File: src/rtl/irq_coal_pkg.sv
package irq_coal_pkg;

  // What the packet counter does on a given clock edge.
  typedef enum logic [1:0] {
    CNT_HOLD   = 2'd0,
    CNT_DEC    = 2'd1,
    CNT_RELOAD = 2'd2
  } cnt_op_e;

endpackage

File: src/rtl/irq_coal_rst_sync.sv
module irq_coal_rst_sync #(
  parameter int STAGES = 2
) (
  input  logic clk,
  input  logic rst_n,
  output logic rst_sync_n
);

  logic [STAGES-1:0] sync_q;

  always_ff @(posedge clk or negedge rst_n) begin
    if (!rst_n) begin
      sync_q <= '0;
    end else begin
      sync_q <= {sync_q[STAGES-2:0], 1'b1};
    end
  end

  assign rst_sync_n = sync_q[STAGES-1];

endmodule

File: src/rtl/irq_coal_timer.sv
module irq_coal_timer #(
  parameter int TMR_W = 8
) (
  input  logic             clk,
  input  logic             rst_n,
  input  logic [TMR_W-1:0] delay_i,
  input  logic             pkt_done_i,
  input  logic             tick_en_i,
  output logic             expire_o,
  output logic             dly_set_o,
  output logic [TMR_W-1:0] tmr_o
);

  localparam logic [TMR_W-1:0] ONE = TMR_W'(1);

  logic [TMR_W-1:0] tmr_q, tmr_d;
  logic             tmr_en;
  logic             dly_q, dly_d;
  logic             running;
  logic             restart;

  // A non-zero count is the running state; a run ends by reaching zero.
  assign running  = |tmr_q;
  assign restart  = pkt_done_i && (|delay_i);
  assign expire_o = running && tick_en_i && (tmr_q == ONE);

  always_comb begin
    tmr_d  = tmr_q;
    tmr_en = 1'b0;
    if (restart) begin
      tmr_d  = delay_i;
      tmr_en = 1'b1;
    end else if (running && tick_en_i) begin
      tmr_d  = tmr_q - ONE;
      tmr_en = 1'b1;
    end
    dly_d = expire_o;
  end

  always_ff @(posedge clk or negedge rst_n) begin
    if (!rst_n) begin
      tmr_q <= '0;
    end else if (tmr_en) begin
      tmr_q <= tmr_d;
    end
  end

  always_ff @(posedge clk or negedge rst_n) begin
    if (!rst_n) begin
      dly_q <= 1'b0;
    end else begin
      dly_q <= dly_d;
    end
  end

  assign dly_set_o = dly_q;
  assign tmr_o     = tmr_q;

endmodule

File: src/rtl/irq_coal_counter.sv
module irq_coal_counter
  import irq_coal_pkg::*;
#(
  parameter int CNT_W    = 8,
  parameter int RST_LOAD = 1
) (
  input  logic             clk,
  input  logic             rst_n,
  input  logic [CNT_W-1:0] thresh_i,
  input  logic             pkt_done_i,
  input  logic             ctrl_wr_i,
  input  logic             expire_i,
  output logic             ioc_set_o,
  output logic [CNT_W-1:0] cnt_o
);

  localparam logic [CNT_W-1:0] RST_VAL = CNT_W'(RST_LOAD);
  localparam logic [CNT_W-1:0] ONE     = CNT_W'(1);

  logic [CNT_W-1:0] cnt_q, cnt_d;
  logic [CNT_W-1:0] dec;
  logic             hit;
  logic             ioc_q, ioc_d;
  cnt_op_e          op;

  // The decrement is evaluated first; any reload source then overrides it.
  assign dec = cnt_q - ONE;
  assign hit = pkt_done_i && (dec == '0);

  always_comb begin
    if (ctrl_wr_i || expire_i || hit) begin
      op = CNT_RELOAD;
    end else if (pkt_done_i) begin
      op = CNT_DEC;
    end else begin
      op = CNT_HOLD;
    end
  end

  always_comb begin
    unique case (op)
      CNT_RELOAD: cnt_d = thresh_i;
      CNT_DEC:    cnt_d = dec;
      default:    cnt_d = cnt_q;
    endcase
    ioc_d = hit;
  end

  always_ff @(posedge clk or negedge rst_n) begin
    if (!rst_n) begin
      cnt_q <= RST_VAL;
    end else if (op != CNT_HOLD) begin
      cnt_q <= cnt_d;
    end
  end

  always_ff @(posedge clk or negedge rst_n) begin
    if (!rst_n) begin
      ioc_q <= 1'b0;
    end else begin
      ioc_q <= ioc_d;
    end
  end

  assign ioc_set_o = ioc_q;
  assign cnt_o     = cnt_q;

endmodule

File: src/rtl/irq_coalescer.sv
module irq_coalescer #(
  parameter int CNT_W    = 8,
  parameter int TMR_W    = 8,
  parameter int RST_LOAD = 1
) (
  input  logic             clk,
  input  logic             rst_n,
  input  logic [CNT_W-1:0] thresh_i,
  input  logic [TMR_W-1:0] delay_i,
  input  logic             pkt_done_i,
  input  logic             ctrl_wr_i,
  input  logic             tick_en_i,
  output logic             ioc_set_o,
  output logic             dly_set_o,
  output logic [CNT_W-1:0] cnt_o,
  output logic [TMR_W-1:0] tmr_o
);

  logic rst_sync_n;
  logic expire;

  irq_coal_rst_sync #(.STAGES(2)) u_rst (
    .clk        (clk),
    .rst_n      (rst_n),
    .rst_sync_n (rst_sync_n)
  );

  irq_coal_timer #(.TMR_W(TMR_W)) u_tmr (
    .clk        (clk),
    .rst_n      (rst_sync_n),
    .delay_i    (delay_i),
    .pkt_done_i (pkt_done_i),
    .tick_en_i  (tick_en_i),
    .expire_o   (expire),
    .dly_set_o  (dly_set_o),
    .tmr_o      (tmr_o)
  );

  irq_coal_counter #(.CNT_W(CNT_W), .RST_LOAD(RST_LOAD)) u_cnt (
    .clk        (clk),
    .rst_n      (rst_sync_n),
    .thresh_i   (thresh_i),
    .pkt_done_i (pkt_done_i),
    .ctrl_wr_i  (ctrl_wr_i),
    .expire_i   (expire),
    .ioc_set_o  (ioc_set_o),
    .cnt_o      (cnt_o)
  );

endmodule

File: config.mk
export PLATFORM = sky130hd
export DESIGN_NAME = irq_coalescer
export DESIGN_NICKNAME = d
export VERILOG_FILES = /design/src/rtl/irq_coal_pkg.sv /design/src/rtl/irq_coal_rst_sync.sv /design/src/rtl/irq_coal_timer.sv /design/src/rtl/irq_coal_counter.sv /design/src/rtl/irq_coalescer.sv
export SDC_FILE = /design/constraint.sdc
export NUM_CORES = 1
export LEC_CHECK = 0
export BUFFER_PORTS_ARGS = -buffer_cell sky130_fd_sc_hd__buf_2
export CAP_MARGIN = 20
export CORE_ASPECT_RATIO = 1.25
export CORE_MARGIN = 2
export CORE_UTILIZATION = 37
export DETAILED_ROUTE_END_ITERATION = 6
export PLACE_DENSITY = 0.64
export SLEW_MARGIN = 20
export SYNTH_ARGS = -nofsm -noshare
export SYNTH_HDL_FRONTEND = slang
export SYNTH_SLANG_ARGS = --single-unit
File: constraint.sdc
create_clock -name clk -period 1.1 [get_ports clk]
set_clock_uncertainty 0.1 [all_clocks]
set_input_delay 0 -clock clk [delete_from_list [all_inputs] [get_ports clk]]
set_output_delay 0 -clock clk [all_outputs]
set_load 0.005 [all_outputs]
==> results of run 1 <==
placed cells by master (no fill, tap or decap), types with 2 or more instances in the layout:
master	Yosys	layout
inv_1	6	3
xnor2_1	10	10
buf_4	0	27
mux2_4	8	9
dfrtp_1	19	15
nor2_1	3	3
o21ai_1	5	6
xor2_1	3	3
nor4_1	4	3
ha_1	4	2
dfrtp_2	0	4
nand2_1	12	12
buf_2	0	35
a211oi_2	0	2
a21oi_1	3	2
nor3b_4	0	2
inv_2	0	3
nor3_1	3	2
buf_6	0	12
dlygate4sd3_1	0	18
nand3b_1	3	3
clkbuf_8	0	4
cells by family (layout without fill, tap and decap cells):
| kind of cell | Yosys count | in the layout | synth area share |
|---|---|---|---|
| AND/OR/NAND/NOR | 35 | 35 | 0.182 |
| AO/OA/AOI/OAI | 19 | 19 | 0.133 |
| other | 1 | 1 | 0.00301 |
| buffers and inverters | 8 | 103 | 0.0251 |
| adder cells (fa/ha/maj) | 4 | 4 | 0.0402 |
| multiplexers | 11 | 11 | 0.123 |
| XOR/XNOR | 13 | 13 | 0.0915 |
| flip-flops | 20 | 20 | 0.403 |
power by group:
part / switching, mW / leakage [nW] / internal (mW)
clock: 0.248 / 0.0288 / 0.319
sequential: 0.0997 / 0.235 / 0.829
combinational: 0.424 / 0.729 / 0.629
metal layers:
metal	up-vias	global-route usage	wire, um
li1	590	-	-
met1	584	0.192	1320
met2	30	0.388	1920
met3	0	0.0336	160
met4	0	0.0565	0
met5	-	0	0
repair_timing:
item                                   in CTS  in global routing
endpoints found under the hold margin      18                  0
hold buffers                               18                  0
buffers inserted                            1                  4
gates resized for setup                    12                 13
pin swaps                                   5                  6
setup endpoints to repair                  20                 21
worst reg2reg max path: stages (launching register included):
cell and delay [ps]:
dfrtp_1 400, inv_1 60, ha_2 190, or4bb_4 540, o31ai_4 220, a41oi_4 120, mux2_4 380
layout make-up:
cell class	count	area (um^2)
fillers	270	1050
multi-input cells	83	825
repair buffers	93	713
flip-flops and latches	20	507
clock buffers	4	55.1
well taps	37	46.3
inverters	6	22.5
state kept, by name, indices dropped and copies added, names as in the netlist:
name	cells
u_cnt.cnt_o	8
u_cnt.ioc_set_o	1
u_rst.sync_q	2
u_tmr.dly_set_o	1
u_tmr.tmr_o	8
worst paths after layout:
check | to | cells after the start | startpoint | slack [ps]
worst max-delay path | u_cnt.cnt_o[1] | 6 | u_tmr.tmr_o[0] | -1020
worst min-delay path | u_tmr.tmr_o[6] | 4 | pkt_done_i | 90
worst max register to register | u_cnt.cnt_o[1] | 6 | u_tmr.tmr_o[0] | -1020
worst min register to register | u_cnt.ioc_set_o | 1 | u_rst.sync_q[1] | 100
max in group asynchronous | u_rst.sync_q[1] | 3 | rst_n | 290
min in group asynchronous | u_cnt.ioc_set_o | 1 | u_rst.sync_q[1] | 100
metrics by stage:
step	worst slack, ps	area (um^2)	util	setup TNS (ps)	power (mW)
global placement	-979	1820	0.564	-13600	1.80
global route	-1100	2170	0.673	-15580	2.71
CTS	-1040	2110	0.655	-14750	2.53
floorplan	-973	1320	-	-12730	1.40
finish	-1020	2170	0.673	-14070	2.55
detailed placement	-1030	1820	0.564	-14290	1.84
==> metrics.md, run 1 <==
| Metric | Value |
|---|---|
| Status | `complete, but fails checks` |
| Violated checks | `negative setup slack` |
| Synth Flop Type | `dfrtp_1` |
| CTS Sinks | `20` |
| Num CTS Buffers | `3` |
| CTS H-tree depth | `1` |
| Vias in the first global route | `1285` |
| CTS tree | `yes` |
| Final antenna-violating net count | `0` |
| Tcrit/Tclk final | `1.93` |
| Setup crit end kind | `flip-flop` |
| Max Cap Viol | `0` |
| Total track usage | `0.187` |
| Fin cells | `243` |
| Clock Tree Buf Depth | `2` |
| Total wire length | `3.40 mm` |
| Crit path buffers/inverters | `1` |
| Row count | `23` |
| Distinct cells, synth | `37` |
| Sum of net half-perimeters after detailed placement | `approximately 2.5 mm` |
| Worst Path Required | `1150 ps` |
| Die width | `55.9 um` |
| Initial core utilization | `0.386` |
| Antenna cell count | `0` |
| # port buffers | `38` |
| DRC | `0` |
| Gpl congestion | `about 0.84` |
| CP Class | `flip-flop to flip-flop` |
| I/O pin count | `39` |
| Area Growth Syn to Fin | `74.2%` |
| Initial antenna violation count | `0` |
| Final setup viols | `21` |
| Post-synth EDFFs | `0` |
| Synth async-reset ratio | `1.00` |
| CORE AREA | `approximately 3200 um^2` |
| Routed length per instance | `14.0 um` |
| Vias/cell | `~5.0` |
| Most common cell in the synthesized netlist | `dfrtp_1` |
| First-pass GRT wire length | `approximately 5.5 mm` |
| Drt first pass iters | `4` |
| Family with the most delay on the worst path | `simple AND/OR/NAND/NOR gates` |
| Cells after DPL | `219` |
| Hold slack | `86.4 ps` |
| Yosys reg bits | `20` |
| Worst path max stage delay | `roughly 540 ps` |
| Arr. time, crit path | `roughly 2200 ps` |
| Post-Syn Area | `1240 um^2` |
| Maximum fanout along the worst path | `8` |
| LEAKAGE | `0.993 nW` |
| Synth warn | `0` |
| Final Worst Setup Slack | `-1020 ps` |
| Synth area leaders | `dfrtp_1 (38%), mux2_4 (9.6%), xnor2_1 (7.0%)` |
| Gr ovfl total | `0` |
| Hold Vio Cnt, Final | `0` |
| Die Height | `~70 um` |
| RSZ-0062 raised after global routing | `yes` |
| Syn avg cell area | `11.2 um^2` |
| Worst VDD drop | `806 uV` |
| CTS clk-pin slew, worst paths | `80 ps` |
| Final slew viol count | `0` |
| # nets final | `about 230` |
| Worst skew pair latency | `260 ps` |
| Yosys top cell by area | `dfrtp_1` |
| Seq/Total Area, Yosys | `0.403` |
| Pwr dens | `~1200 nW/um^2` |
| Worst min path class | `primary input to flip-flop` |
| Startpoint types | `flip-flop` |
| Achievable Freq | `0.471 GHz` |
| Drt initial violations | `25` |
| Via count | `1204` |
| Die area | `just under 4000 um^2` |
| Yosys top cell area share | `0.382` |
| Layout cell share with drive strength beyond 1 | `0.568` |
| Pin count of the biggest net entering global routing | `19` |
| Crit-path cells | `inv_1 > ha_2 > or4bb_4 > o31ai_4 > a41oi_4 > mux2_4` |
| Synth cell count leaders | `dfrtp_1 (19), nand2_1 (12), xnor2_1 (10)` |
| Syn_nets | `136` |
| Syn Inst Count | `roughly 110` |
| Minimum clock period | `2120 ps` |
| Slowest library cell on the worst path | `or4bb_4` |
| Root buf cell | `clkbuf_8` |
Note: power is estimated with default switching activity, not from simulation.
==> run 2: changes to the inputs <==
--- a/config.mk
+++ b/config.mk
@@ -12,6 +12,8 @@
 export CORE_UTILIZATION = 37
 export DETAILED_ROUTE_END_ITERATION = 6
 export PLACE_DENSITY = 0.64
+export RECOVER_POWER = 50
+export SKIP_CTS_REPAIR_TIMING = 1
 export SLEW_MARGIN = 20
 export SYNTH_ARGS = -nofsm -noshare
 export SYNTH_HDL_FRONTEND = slang
==> run 2 against run 1 <==
  * The run still ends with negative setup slack left
  * Global-route usage decreased by 1.3 points
  * Sequential share of layout area fell by 0.54 points
  * Worst hold slack better by 0.81 ps
  * Non-clock buffer count grew 8
  * Routed wire length is 5.6% higher
  * Largest cell class unchanged
  * Critical path depth is 1 higher
  * Register-to-register slack worse by 40 ps
  * First-iteration DRC count is 8.0% lower
  * Die area did not move
  * Worst setup slack worse by 43 ps
  * Largest power group unchanged
  * Cell area up 2.4%
==> metrics.md, run 2 (synthesis results as in run 1) <==
| Metric | Value |
|---|---|
| Max Cap Viol | `0 (unchanged)` |
| Hold path depth | `4 (unchanged)` |
| Row count | `23 (unchanged)` |
| R2r startpoint | `u_tmr.tmr_o[0] (unchanged)` |
| Tcrit/Tclk final | `1.97 (was 1.93)` |
| Sum of net half-perimeters after detailed placement | `2.53 mm (unchanged)` |
| Core Util, Final | `0.689 (was 0.673)` |
| I/O pin count | `39 (unchanged)` |
| Via count | `1254 (was 1204)` |
| CTS clk-pin slew, worst paths | `80 ps (about the same)` |
| Root buf cell | `clkbuf_8 (unchanged)` |
| Area after DPL | `1820 um^2 (unchanged)` |
| FF-to-FF End | `u_cnt.cnt_o[1] (unchanged)` |
| LEAKAGE | `1.03 nW (was 0.993 nW)` |
| Final slew viol count | `0 (unchanged)` |
| CTS H-tree depth | `1 (unchanged)` |
| Min-delay src | `pkt_done_i (unchanged)` |
| Hold slack | `87.2 ps (was 86.4 ps)` |
| Worst slew margin | `0.665` |
| Routed length per instance | `14.3 um (was 14.0 um)` |
| Final setup viols | `20 (was 21)` |
| Post-route cell area | `2220 um^2 (was 2170 um^2)` |
| Gpl congestion | `0.844 (unchanged)` |
| Worst VDD drop | `799 uV (was 806 uV)` |
| Pin count of the biggest net entering global routing | `19 (unchanged)` |
| Worst skew pair latency | `260 ps (about the same)` |
| Layout cell share with drive strength beyond 1 | `0.575 (was 0.568)` |
| Pwr dens | `1170 nW/um^2 (was 1180 nW/um^2)` |
| Num CTS Buffers | `3 (unchanged)` |
| CORE AREA | `3220 um^2 (unchanged)` |
| Hold Vio Cnt, Final | `0 (unchanged)` |
| Achievable Freq | `0.461 GHz (was 0.471 GHz)` |
| DRC | `0 (unchanged)` |
| Vias/cell | `5.00 (was 4.95)` |
| Total wire length | `3.59 mm (was 3.40 mm)` |
| Die area | `3850 um^2 (unchanged)` |
| Most frequent cells in the layout | `buf_2 (34), buf_4 (33), dlygate4sd3_1 (18) (was buf_2 (35), buf_4 (27), dlygate4sd3_1 (18))` |
| Area Growth Syn to Fin | `78.3% (was 74.2%)` |
| Violated checks | `negative setup slack (unchanged)` |
| Total track usage | `0.174 (was 0.187)` |
| Worst Reg-to-Reg Cells | `7 (was 6)` |
| Vias in the first global route | `1179 (was 1285)` |
| Arr. time, crit path | `2210 ps (was 2170 ps)` |
| Worst min path class | `primary input to flip-flop (unchanged)` |
| First-pass GRT wire length | `5.12 mm (was 5.51 mm)` |
| Drt first pass iters | `4 (unchanged)` |
| RSZ-0062 raised after global routing | `yes (unchanged)` |
| Gr ovfl total | `0 (unchanged)` |
| Die width | `55.9 um (unchanged)` |
| # port buffers | `38 (unchanged)` |
| Worst-margin pin slew | `between 500 and 600 ps` |
| Hold Path End | `u_tmr.tmr_o[5] (was u_tmr.tmr_o[6])` |
| Antenna cell count | `0 (unchanged)` |
| Setup TNS | `-15530 ps (was -14070 ps)` |
| Worst Path Required | `1150 ps (about the same)` |
| Initial core utilization | `0.386 (unchanged)` |
| Setup crit end kind | `flip-flop (unchanged)` |
| Final Worst Setup Slack | `-1070 ps (was -1020 ps)` |
| Status | `complete, but fails checks (unchanged)` |
| Die Height | `68.9 um (unchanged)` |
| CTS tree | `yes (unchanged)` |
| Minimum clock period | `2170 ps (was 2120 ps)` |
| Startpoint types | `flip-flop (unchanged)` |
| Commonest non-fill, non-tap cell in the layout | `buf_2 (unchanged)` |
| Initial antenna violation count | `0 (unchanged)` |
| Final antenna-violating net count | `0 (unchanged)` |
| # nets final | `240 (was 232)` |
| Maximum fanout along the worst path | `8 (unchanged)` |
| Flop2flop setup slack | `-1070 ps (was -1020 ps)` |
| CTS Sinks | `20 (unchanged)` |
| Clock Tree Buf Depth | `2 (unchanged)` |
| Drt initial violations | `23 (was 25)` |
| CP Class | `flip-flop to flip-flop (unchanged)` |
-- run 2: routing by layer --
layer	track usage	routed length, um
met5	0	0
met4	0.0565	21
met3	0.0317	178
met2	0.354	2010
met1	0.182	1380
-- run 2: layout make-up --
class | instances | area (um^2)
Tap cell | 37 | 46.3
Timing Repair Buffer | 101 | 781
Inverter | 6 | 22.5
Fill cell | 267 | 1000
Sequential cell | 20 | 507
Multi-Input combinational cell | 83 | 808
Clock buffer | 4 | 55.1
-- run 2: through the flow --
stage                     worst slack [ps]  cells  power, mW
after floorplan                       -973    111       1.40
after global placement                -979    219       1.80
after detailed placement             -1030    219       1.84
after CTS                            -1040    223       2.42
after global routing                 -1130    251       2.74
final                                -1070    251       2.59
-- run 2: power by group --
| group | internal [mW] | leakage (nW) | switching (mW) |
|---|---|---|---|
| combinational | 0.662 | 0.764 | 0.437 |
| clock | 0.319 | 0.0288 | 0.250 |
| sequential | 0.829 | 0.235 | 0.0962 |
| total | 1.81 | 1.03 | 0.783 |
-- run 2: critical path: stages (launching register included) --
cell	delay, ps
dfrtp_1	400
inv_1	60
ha_2	180
or4bb_4	540
o31ai_4	230
a41oi_4	60
buf_12	180
mux2_4	300
-- run 2: worst max-delay path by stage --
stage                               from              to  slack, ps
after CTS                 u_tmr.tmr_o[0]  u_cnt.cnt_o[1]      -1040
final                     u_tmr.tmr_o[0]  u_cnt.cnt_o[1]      -1070
after global routing      u_tmr.tmr_o[0]  u_cnt.cnt_o[1]      -1130
after global placement    u_cnt.cnt_o[0]  u_cnt.cnt_o[1]       -980
after detailed placement  u_tmr.tmr_o[0]  u_cnt.cnt_o[1]      -1030
after floorplan           u_cnt.cnt_o[0]  u_cnt.cnt_o[1]       -970
==> run 3: changes to the inputs <==
--- a/config.mk
+++ b/config.mk
@@ -7,7 +7,7 @@
 export LEC_CHECK = 0
 export BUFFER_PORTS_ARGS = -buffer_cell sky130_fd_sc_hd__buf_2
 export CAP_MARGIN = 20
-export CORE_ASPECT_RATIO = 1.25
+export CORE_ASPECT_RATIO = 1.5
 export CORE_MARGIN = 2
 export CORE_UTILIZATION = 37
 export DETAILED_ROUTE_END_ITERATION = 6
==> run 3 against run 2 <==
  * The run ends with negative hold slack, negative setup slack left
  * Non-clock buffer count down 4
  * Sequential cell count unchanged
  * Die area up 0.17%
==> metrics.md, run 3 (synthesis results as in run 1) <==
| Metric | Value |
|---|---|
| Worst skew pair latency | `250 ps (was 260 ps)` |
| Worst VDD drop | `713 uV (was 799 uV)` |
| Achievable Freq | `0.468 GHz (was 0.461 GHz)` |
| Pin count of the biggest net entering global routing | `19 (unchanged)` |
| Die width | `51.4 um (was 55.9 um)` |
| Initial core utilization | `0.390 (was 0.386)` |
| Via count | `1237 (was 1254)` |
| Most frequent cells in the layout | `buf_2 (36), buf_4 (33), dlygate4sd3_1 (17) (was buf_2 (34), buf_4 (33), dlygate4sd3_1 (18))` |
| Commonest non-fill, non-tap cell in the layout | `buf_2 (unchanged)` |
| Total track usage | `0.185 (was 0.174)` |
| Status | `complete, but fails checks (unchanged)` |
| CTS H-tree depth | `1 (unchanged)` |
| Sum of net half-perimeters after detailed placement | `2.61 mm (was 2.53 mm)` |
| Max Cap Viol | `0 (unchanged)` |
| Maximum fanout along the worst path | `8 (unchanged)` |
| CP Class | `flip-flop to flip-flop (unchanged)` |
| Final antenna-violating net count | `0 (unchanged)` |
| Minimum clock period | `2140 ps (was 2170 ps)` |
| Area Growth Syn to Fin | `75.2% (was 78.3%)` |
| RSZ-0062 raised after global routing | `yes (unchanged)` |
| Final slew viol count | `0 (unchanged)` |
| Vias/cell | `4.95 (was 5.00)` |
| Drt first pass iters | `4 (unchanged)` |
| Layout cell share with drive strength beyond 1 | `0.581 (was 0.575)` |
| I/O pin count | `39 (unchanged)` |
| Violated checks | `negative hold slack, negative setup slack (was negative setup slack)` |
| First-pass GRT wire length | `5.42 mm (was 5.12 mm)` |
| Row count | `25 (was 23)` |
| Root buf cell | `clkbuf_8 (unchanged)` |
| Final Worst Setup Slack | `-1040 ps (was -1070 ps)` |
| FILL cells | `270 (was 267)` |
| # nets final | `236 (was 240)` |
| Hold Vio Cnt, Final | `1 (was 0)` |
| Placement Setup Slack | `-1020 ps (was -1030 ps)` |
| Antenna cell count | `0 (unchanged)` |
| CTS Sinks | `20 (unchanged)` |
| Initial antenna violation count | `0 (unchanged)` |
| Clock Tree Buf Depth | `2 (unchanged)` |
| Drt initial violations | `11 (was 23)` |
| Arr. time, crit path | `2180 ps (was 2210 ps)` |
| Pwr dens | `1170 nW/um^2 (about the same)` |
| Num CTS Buffers | `3 (unchanged)` |
| Core Util, Final | `0.684 (was 0.689)` |
| CORE AREA | `3190 um^2 (was 3220 um^2)` |
| Routed length per instance | `13.8 um (was 14.3 um)` |
| Die area | `3850 um^2 (about the same)` |
| DRC | `0 (unchanged)` |
| Gr ovfl total | `0 (unchanged)` |
| Final setup viols | `20 (unchanged)` |
| LEAKAGE | `1.01 nW (was 1.03 nW)` |
| Setup crit end kind | `flip-flop (unchanged)` |
| Tcrit/Tclk final | `1.94 (was 1.97)` |
| Vias in the first global route | `1266 (was 1179)` |
| # port buffers | `38 (unchanged)` |
| Worst Path Required | `1140 ps (was 1150 ps)` |
| Final Power | `2.55 mW (was 2.59 mW)` |
| Hold slack | `-31.3 ps (was 87.2 ps)` |
| Startpoint types | `flip-flop (unchanged)` |
| Total wire length | `3.44 mm (was 3.59 mm)` |
| CTS clk-pin slew, worst paths | `70 ps (was 80 ps)` |
| Gpl congestion | `0.830 (was 0.844)` |
| Worst min path class | `primary input to flip-flop (unchanged)` |
| Die Height | `75.0 um (was 68.9 um)` |
| CTS tree | `yes (unchanged)` |
[run 3: cell types whose count changed in the layout (fill, tap and decap cells not counted), sizes merged]
| cell | change |
|---|---|
| dlygate4sd3 | -1 |
| buf | -3 |
[run 3: per-stage QoR]
step | setup TNS, ps | instance area [um^2] | instances
CTS | -14500 | 1890 | 229
global placement | -13400 | 1830 | 225
global route | -16010 | 2180 | 250
floorplan | -12730 | 1320 | 111
detailed placement | -14080 | 1830 | 225
finish | -14420 | 2180 | 250
[run 3: power breakdown]
| group | total (mW) | internal, mW | switching (mW) |
|---|---|---|---|
| sequential | 0.919 | 0.829 | 0.0905 |
| combinational | 1.08 | 0.640 | 0.440 |
| clock | 0.548 | 0.318 | 0.230 |
| total | 2.55 | 1.79 | 0.760 |
[run 3: area by class of cell]
| class | instances | area, um^2 | area share |
|---|---|---|---|
| clock buffer | 4 | 55.1 | 0.0252 |
| inverter | 6 | 22.5 | 0.0103 |
| multi-input combinational | 83 | 822 | 0.377 |
| sequential | 20 | 507 | 0.232 |
| tap | 40 | 50.0 | 0.0229 |
| timing repair buffer | 97 | 724 | 0.332 |
[run 3: per-layer routing]
| layer | GRT usage | part of all wire | vias up |
|---|---|---|---|
| li1 | - | - | 596 |
| met1 | 0.189 | 0.38 | 607 |
| met2 | 0.376 | 0.57 | 32 |
| met3 | 0.0278 | 0.045 | 2 |
| met4 | 0.0585 | 0.0055 | 0 |
| met5 | 0 | 0 | - |
[run 3: worst paths after layout]
check | start | to | slack [ps] | cells past startpoint
worst min register to register | u_rst.sync_q[1] | u_cnt.cnt_o[6] | 190 | 1
min in group asynchronous | u_rst.sync_q[1] | u_cnt.cnt_o[6] | 190 | 1
worst max-delay path | u_tmr.tmr_o[0] | u_cnt.cnt_o[6] | -1040 | 7
worst min-delay path | delay_i[3] | u_tmr.tmr_o[3] | -30 | 4
max in group asynchronous | rst_n | u_rst.sync_q[1] | 300 | 3
worst max register to register | u_tmr.tmr_o[0] | u_cnt.cnt_o[6] | -1040 | 7
[run 3: critical path, stage by stage (launching register included)]
cell     delay (ps)
dfrtp_1         370
inv_1            60
ha_2            180
or4bb_4         540
o31ai_4         240
a41oi_4          60
buf_12          180
mux2_4          300
